[config.mk]
export PLATFORM = sky130hd
export DESIGN_NAME = pwr_supervisor
export DESIGN_NICKNAME = d
export VERILOG_FILES = /design/src/rtl/pwr_sup_pkg.sv /design/src/rtl/pwr_pin_sync.sv /design/src/rtl/pwr_fault_detect.sv /design/src/rtl/pwr_retry_timer.sv /design/src/rtl/pwr_supervisor.sv
export SDC_FILE = /design/constraint.sdc
export NUM_CORES = 1
export LEC_CHECK = 0
export ABC_AREA = 1
export BUFFER_PORTS_ARGS = -buffer_cell sky130_fd_sc_hd__buf_2
export CAP_MARGIN = 20
export CORE_MARGIN = 4
export CORE_UTILIZATION = 58
export DETAILED_ROUTE_END_ITERATION = 8
export HOLD_SLACK_MARGIN = 0.03
export PLACE_DENSITY = 0.83
export SETUP_SLACK_MARGIN = 0.4
export SYNTH_ARGS = -nofsm -noshare
export SYNTH_HDL_FRONTEND = slang
export SYNTH_SLANG_ARGS = --single-unit
[constraint.sdc]
create_clock -name clk -period 3.2 [get_ports clk]
set_input_delay 0.48 -clock clk [delete_from_list [all_inputs] [get_ports clk]]
set_output_delay 0.48 -clock clk [all_outputs]
set_load 0.005 [all_outputs]
[src/rtl/pwr_sup_pkg.sv]
package pwr_sup_pkg;

  typedef enum logic [2:0] {
    ST_RESET   = 3'd0,
    ST_ACTIVE  = 3'd1,
    ST_SLEEP   = 3'd2,
    ST_THERMAL = 3'd3,
    ST_FAULT   = 3'd4
  } pwr_state_e;

  // States in which all rails are off, so returning to ACTIVE needs sequencing
  function automatic logic rails_down(input pwr_state_e s);
    return (s == ST_RESET) || (s == ST_THERMAL) || (s == ST_FAULT);
  endfunction

  // Rails qualified for undervoltage: only those past soft-start
  function automatic logic uv_counts(input logic uv, input logic ss);
    return uv & ss;
  endfunction

endpackage

[src/rtl/pwr_pin_sync.sv]
module pwr_pin_sync (
  input  logic clk,
  input  logic rst_n,
  input  logic pin_async,
  output logic pin_fall,
  output logic pin_edge
);
  logic meta_q, sync_q, hist_q;

  always_ff @(posedge clk or negedge rst_n) begin
    if (!rst_n) begin
      meta_q <= 1'b0;
      sync_q <= 1'b0;
      hist_q <= 1'b0;
    end else begin
      meta_q <= pin_async;
      sync_q <= meta_q;
      hist_q <= sync_q;
    end
  end

  assign pin_fall = hist_q & ~sync_q;
  assign pin_edge = hist_q ^ sync_q;
endmodule

[src/rtl/pwr_fault_detect.sv]
module pwr_fault_detect #(
  parameter int N_RAILS = 4
) (
  input  logic [N_RAILS-1:0] ov_flag,
  input  logic [N_RAILS-1:0] uv_flag,
  input  logic [N_RAILS-1:0] ss_done,
  input  logic               ov_mask_n,
  input  logic               uv_mask_n,
  output logic               ovuv_raw,
  output logic               ovuv_trip
);
  import pwr_sup_pkg::*;

  logic [N_RAILS-1:0] uv_qual;

  for (genvar g = 0; g < N_RAILS; g++) begin : g_rail
    assign uv_qual[g] = uv_counts(uv_flag[g], ss_done[g]);
  end

  logic ov_any, uv_any;
  assign ov_any    = |ov_flag;
  assign uv_any    = |uv_qual;
  assign ovuv_raw  = ov_any | uv_any;
  assign ovuv_trip = (ov_any & ov_mask_n) | (uv_any & uv_mask_n);
endmodule

[src/rtl/pwr_retry_timer.sv]
module pwr_retry_timer #(
  parameter int RETRY_CYCLES = 12_500_000
) (
  input  logic clk,
  input  logic rst_n,
  input  logic run,
  output logic expire
);
  localparam int CW = $clog2(RETRY_CYCLES + 1);
  localparam logic [CW-1:0] LAST = CW'(RETRY_CYCLES - 1);

  logic [CW-1:0] cnt_q;

  always_ff @(posedge clk or negedge rst_n) begin
    if (!rst_n)       cnt_q <= '0;
    else if (!run)    cnt_q <= '0;
    else if (!expire) cnt_q <= cnt_q + 1'b1;
  end

  assign expire = run && (cnt_q == LAST);
endmodule

[src/rtl/pwr_supervisor.sv]
module pwr_supervisor #(
  parameter int N_RAILS      = 4,
  parameter int N_RST        = 3,
  parameter int RETRY_CYCLES = 12_500_000
) (
  input  logic               clk,
  input  logic               rst_n,
  input  logic               vin_ok,
  input  logic               tsd_flag,
  input  logic [N_RAILS-1:0] ov_flag,
  input  logic [N_RAILS-1:0] uv_flag,
  input  logic [N_RAILS-1:0] ss_done,
  input  logic               pwr_en_pin,
  input  logic               cfg_tsd_mask_n,
  input  logic               cfg_ov_mask_n,
  input  logic               cfg_uv_mask_n,
  input  logic               cfg_pd_mode,
  input  logic               cfg_pd_en,
  input  logic [N_RAILS-1:0] cfg_sleep_on,
  input  logic               sleep_wr,
  output logic [2:0]         state_o,
  output logic [N_RAILS-1:0] rail_en,
  output logic               seq_start,
  output logic [N_RST-1:0]   rst_out_n,
  output logic               i2c_en,
  output logic               tsd_stat,
  output logic               ovuv_stat
);
  import pwr_sup_pkg::*;

  pwr_state_e state_q, state_d;
  logic pin_fall, pin_edge;
  logic ovuv_raw, ovuv_trip, tsd_trip;
  logic retry_expire, sleep_req, seq_q;

  pwr_pin_sync u_sync (
    .clk       (clk),
    .rst_n     (rst_n),
    .pin_async (pwr_en_pin),
    .pin_fall  (pin_fall),
    .pin_edge  (pin_edge)
  );

  pwr_fault_detect #(.N_RAILS(N_RAILS)) u_fault (
    .ov_flag   (ov_flag),
    .uv_flag   (uv_flag),
    .ss_done   (ss_done),
    .ov_mask_n (cfg_ov_mask_n),
    .uv_mask_n (cfg_uv_mask_n),
    .ovuv_raw  (ovuv_raw),
    .ovuv_trip (ovuv_trip)
  );

  pwr_retry_timer #(.RETRY_CYCLES(RETRY_CYCLES)) u_retry (
    .clk    (clk),
    .rst_n  (rst_n),
    .run    (state_q == ST_FAULT),
    .expire (retry_expire)
  );

  assign tsd_trip  = tsd_flag & cfg_tsd_mask_n;
  assign sleep_req = cfg_pd_mode ? (cfg_pd_en & sleep_wr & i2c_en) : pin_fall;

  always_comb begin
    state_d = state_q;
    if (!vin_ok)                              state_d = ST_RESET;
    else if (tsd_trip)                        state_d = ST_THERMAL;
    else if (ovuv_trip && state_q != ST_FAULT) state_d = ST_FAULT;
    else begin
      unique case (state_q)
        ST_RESET:   state_d = ST_ACTIVE;
        ST_THERMAL: state_d = ST_ACTIVE;
        ST_FAULT:   state_d = retry_expire ? ST_ACTIVE : ST_FAULT;
        ST_ACTIVE:  state_d = sleep_req ? ST_SLEEP : ST_ACTIVE;
        ST_SLEEP:   state_d = pin_edge ? ST_ACTIVE : ST_SLEEP;
        default:    state_d = ST_RESET;
      endcase
    end
  end

  always_ff @(posedge clk or negedge rst_n) begin
    if (!rst_n) begin
      state_q <= ST_RESET;
      seq_q   <= 1'b0;
    end else begin
      state_q <= state_d;
      seq_q   <= (state_d == ST_ACTIVE) && rails_down(state_q);
    end
  end

  always_comb begin
    unique case (state_q)
      ST_ACTIVE: rail_en = '1;
      ST_SLEEP:  rail_en = cfg_sleep_on;
      default:   rail_en = '0;
    endcase
  end

  assign rst_out_n = {N_RST{(state_q == ST_ACTIVE) || (state_q == ST_SLEEP)}};
  assign i2c_en    = (state_q != ST_SLEEP);
  assign seq_start = seq_q;
  assign state_o   = state_q;
  assign tsd_stat  = tsd_flag;
  assign ovuv_stat = ovuv_raw;
endmodule

### Yosys cells after proc, flatten, opt, wreduce, memory -nomap -nowiden

Index checks and enable logic that the tools add are counted.

* input bits: 27
* flip-flop bits (word level): 31
* output and inout port bits: 14
* logic and storage cells: 51

* add/sub/neg operators: 1
* bitwise logic cells: 14
* reduce and logical (&&, ||, !) cells: 10
* eq/ne operators: 9
* mux-type cells: 11

Operator list (count)
* 24-bit two-way mux: 2
* 24-bit by 1-bit adder with 24-bit output (second input constant): 1
* 24-bit equality test (second input constant): 1
* 3-bit two-way mux: 4
* 3-bit case mux with 4 select lines: 1
* 1-bit bitwise AND: 10
* 4-bit case mux with 2 select lines: 1
* 4-bit OR reduction: 2
* 3-bit by 1-bit equality test with 1-bit output (second input constant): 2
* 3-bit by 2-bit equality test with 1-bit output (second input constant): 2
* 2-bit two-way mux: 2
* 3-bit equality test (second input constant): 1
* 1-bit logical AND: 3
* 3-bit zero test: 1
* 1-bit logical OR: 3
* 3-bit by 2-bit != test with 1-bit output (second input constant): 1
* 3-bit != test (second input constant): 1
* 2-bit != test (second input constant): 1
* 1-bit bitwise OR: 2
* 2-bit OR reduction: 1
* 1-bit two-way mux: 1
* 1-bit inverter: 1
* 1-bit XOR: 1

### Longest topological paths before layout

* depth after elaboration: 10
* gate-level depth with buffers: 11
* mapped depth without buffers: 11

### Cells and area by module

Synthesis repeated with hierarchy kept, for this count alone.

* cells, all modules: 298
* area, all modules: 2003.2 um^2

Modules (own cells, without submodules)
* pwr_retry_timer: instances 1, seq. area each 600.6 um^2, cells an instance 215, area an instance 1497.7 um^2
* pwr_supervisor: instances 1, seq. area each 100.1 um^2, cells an instance 63, area an instance 355.3 um^2
* pwr_pin_sync: instances 1, seq. area each 75.1 um^2, cells an instance 6, area an instance 95.1 um^2
* pwr_fault_detect: instances 1, seq. area each 0.0 um^2, cells an instance 14, area an instance 55.1 um^2

### Least setup slack after synthesis

No wires, ideal clock.

* path type: register -> output
* start point: register state_q[1] (netlist: state_o[1])
* end point: output rst_out_n[1]
* path buffers: 1
* slack: 1.683 ns
* data required time: 2.720 ns
* cell stages (with the launch flop): 7
* arrival: 1.037 ns
* path through: dfrtp_1 -> inv_1 -> nand2_1 -> nor2_1 -> inv_1 -> nand2_1 -> buf_4

* word-level cells in the longest chain between the ends: 2
* elaborated cells between the ends (all ways): 3
* classes of those cells: eq/ne (2); reduce/logical (1)

RTL lines
* start: declaration: line pwr_supervisor.sv:31 `pwr_state_e state_q, state_d;`
* start signal: assignment: line pwr_supervisor.sv:86 `state_q <= state_d;`
* 3-bit by 1-bit equality test with 1-bit output / 3-bit by 2-bit equality test with 1-bit output (equally long branches): line pwr_supervisor.sv:99 `assign rst_out_n = {N_RST{(state_q == ST_ACTIVE) || (state_q == ST_SLEEP)}};`
* 1-bit logical OR *: line pwr_supervisor.sv:99
* end: declaration: line pwr_supervisor.sv:24 `output logic [N_RST-1:0] rst_out_n,`

Every way passes the cells marked *; elsewhere a longest branch is shown, timed or not.

### Worst setup path in the final report

* start point: register state_q[1] (netlist: state_o[1])
* end point: output rst_out_n[0]

The elaborated chain is that of the path after synthesis.

==> results by group <==
STA
  • Tcrit/Tclk final: 61.33%
  • Final Skew: 8.594 ps
  • Fin. Hold Viols: 0
  • Worst hold slack: 150.2 ps
  • Setup WS post-layout: 1237 ps
  • # setup viols final: 0
  • RSZ-0062 raised after global routing: no
  • Slew @ Worst Pin: 695.8 ps
  • Max Freq: 509.5 MHz
  • Final max-slew violation count: 0
  • Slew margin rel.: 53.47%
  • Fin crit period: 1963 ps
  • Setup TNS: 0 ps

Yosys
  • Most frequent cell after synthesis: nand2_1
  • Top post-synthesis cells by count: nand2_1, nor2_1, dfrtp_1, inv_1, a21oi_1
  • Post-synthesis sequential area ratio: 42.94%
  • Mapped Cells: 253
  • Post-synthesis cell type count: 26
  • Ys Warns: 0
  • Yosys top cell area share: 42.94%
  • Seq cells post-synth: 31
  • Top cells by area, synth: dfrtp_1, nand2_1, nor2_1
  • Post-synthesis cell area: 0.001807 mm²
  • Post-synthesis async set-or-reset flop share: 100.0%
  • Post-synth top flop: dfrtp_1
  • Syn_area_per_cell: 7.141 µm²
  • Yosys top cell by area: dfrtp_1
  • Number of flops mapped to enable cells by yosys: 0
  • Synth Net Count: 282

Clock network
  • CTS resizes: 0
  • Clock Path Buffers: 2
  • Post-CTS Repair Setup Buffers: 0
  • H-tree depth: 2
  • Sink Count: 31
  • CTS tree: done
  • Worst-path clk slew: 100 ps
  • Hold Buf Count CTS: 0
  • CTS root buf: clkbuf_4
  • Worst skew pair latency: 340 ps
  • Total CTS buffers: 5

Power and ir drop
  • Cell internal pwr: 624.7 µW
  • Pleak: 0.001108 µW
  • Peak VDD IR: 325.0 µV
  • PwrDens: 392.7 mW/mm²
  • Seq pwr share: 48.9%
  • Clk pwr share: 39.1%
  • Combinational power share: 11.9%
  • Switching pwr: 207.2 µW
  • Net Sw Frac: 24.91%

GRT
  • Initial antenna violation count: 0
  • Largest net degree at the start of global routing: 32
  • GRT overflow: 0
  • Total GRT Usage: 20.60%
  • Vias in the first global route: 1595
  • Global-route wire length before repair: 6755 µm

Setup path
  • Reg-to-reg slack, setup: 1350 ps
  • Worst-path fanout max: 5
  • Type of origin of the critical path: flop
  • Critical Path AT: 1480 ps
  • RR Startpoint: state_o[1]
  • Worst reg2reg path depth: 7
  • Worst EP required: 2720 ps
  • Worst r2r dst: seq_start
  • CP Capture Type: primary output
  • CP Class: flop to primary output

Layout
  • Synthesis-to-layout area growth: 17.24%
  • ANT cells: 0
  • Nets@finish: 325
  • Layout cells sized above 1: 22.22%
  • Final instance area: 0.002118 mm²
  • Non-filler cells, final: 339

Floorplan
  • Core ar.: 0.002877 mm²
  • Starting Density: 62.81%
  • Number of core rows: 19
  • Ports: 41
  • Die Area: 0.004072 mm²
  • Die Ht: 63.81 µm
  • Die span in x: 63.81 µm

Worst hold path
  • HP Class: input port to asynchronous set/reset pin

Route
  • DR iter-0 viols: 60
  • DRT Wirelength: 3770 µm
  • Vias: 1700
  • Detailed-route wire length per cell: 11.12 µm
  • Antenna Violating Nets Remaining: 0
  • Drt via density: 5.015
  • Post-route DRC: 0
  • Initial DRT Pass Iterations: 4

Place
  • Area post-placement: 0.002032 mm²
  • I/O Buffers: 40
  • Placed Cells: 331
  • Detail Placement HPWL: 2880 µm
  • Pre-CTS WS: 1357 ps
  • GP Congestion: 0.8706

Status
  • Outcome: finished, final reports clean

Run
  • MaxCap Viol Count: 0
## how the worst max path moves through the flow
| stage | from | to | slack [ps] |
|---|---|---|---|
| 2_1_floorplan | state_o[1] | rst_out_n[1] | 1680 |
| 3_3_place_gp | state_o[1] | seq_start | 1470 |
| 3_5_place_dp | state_o[1] | seq_start | 1360 |
| 4_1_cts | state_o[1] | rst_out_n[2] | 1230 |
| 5_1_grt | state_o[1] | rst_out_n[2] | 1120 |
| 6_report | state_o[1] | rst_out_n[0] | 1240 |
## worst max-delay path, stage by stage (launching register included)
cell	delay [ps]
dfrtp_1	450
inv_1	120
nand2_1	50
nor2_1	180
inv_1	130
nand2_1	100
buf_2	120
## placed cells by master (no fill, tap or decap), types with 2 or more instances in the layout
cell type | synthesis | final
o21ai_0 | 12 | 12
xor2_1 | 5 | 5
ha_1 | 2 | 2
nor2_2 | 3 | 3
nor3_1 | 7 | 7
a21oi_1 | 18 | 18
clkbuf_4 | 0 | 5
nand3_1 | 12 | 12
nor2_1 | 32 | 32
dfrtp_1 | 31 | 31
nand2_1 | 73 | 73
inv_1 | 31 | 31
inv_2 | 6 | 6
nand4_1 | 4 | 4
buf_2 | 1 | 40
nand2_2 | 3 | 3
## power by group through the flow
stage / Combinational (µW) / Clock (µW) / Sequential (µW)
3_3_place_gp: 99.3 / 0 / 414
3_5_place_dp: 101 / 0 / 415
6_report: 99.3 / 326 / 407
5_1_grt: 115 / 348 / 408
2_1_floorplan: 57.6 / 0 / 414
4_1_cts: 101 / 331 / 407
## registers in the layout, summed over array words and instances, names as in the netlist
name,cells
seq_start,1
state_o,3
u_retry.cnt_q,24
u_sync.hist_q,1
u_sync.meta_q,1
u_sync.sync_q,1
## layout make-up
| type | instances | area [µm²] |
|---|---|---|
| repair buffers | 40 | 200.2 |
| inverters | 37 | 138.9 |
| multi-input cells | 181 | 864.6 |
| clock inverters | 2 | 35.03 |
| well taps | 42 | 52.55 |
| clock buffers | 6 | 51.30 |
| flip-flops and latches | 31 | 775.7 |
| fillers | 258 | 758.2 |
## stage by stage
stage          total power [µW]  utilization, %
2_1_floorplan             471.8               -
3_3_place_gp              513.3           70.64
3_5_place_dp              515.7           70.64
4_1_cts                   839.0           73.64
5_1_grt                   871.7           73.64
6_report                  831.9           73.64
## metal layers
metal | vias up | track usage [%] | share of wire [%]
met2 | 55 | 34.71 | 46
met5 | - | 0 | 0
met1 | 746 | 25.28 | 45
li1 | 889 | - | -
met4 | 0 | 10.24 | 2.1
met3 | 10 | 3.853 | 7.1
## logic make-up after synthesis
| group | count (synthesis) | synth area share (%) |
|---|---|---|
| AND/OR/NAND/NOR | 140 | 33.86 |
| buffers and inverters | 41 | 9.210 |
| AO/OA/AOI/OAI | 33 | 9.695 |
| flip-flops | 31 | 42.94 |
| XOR/XNOR | 6 | 2.909 |
| adder cells (fa/ha/maj) | 2 | 1.385 |
Note: power is estimated with default switching activity, not from simulation.
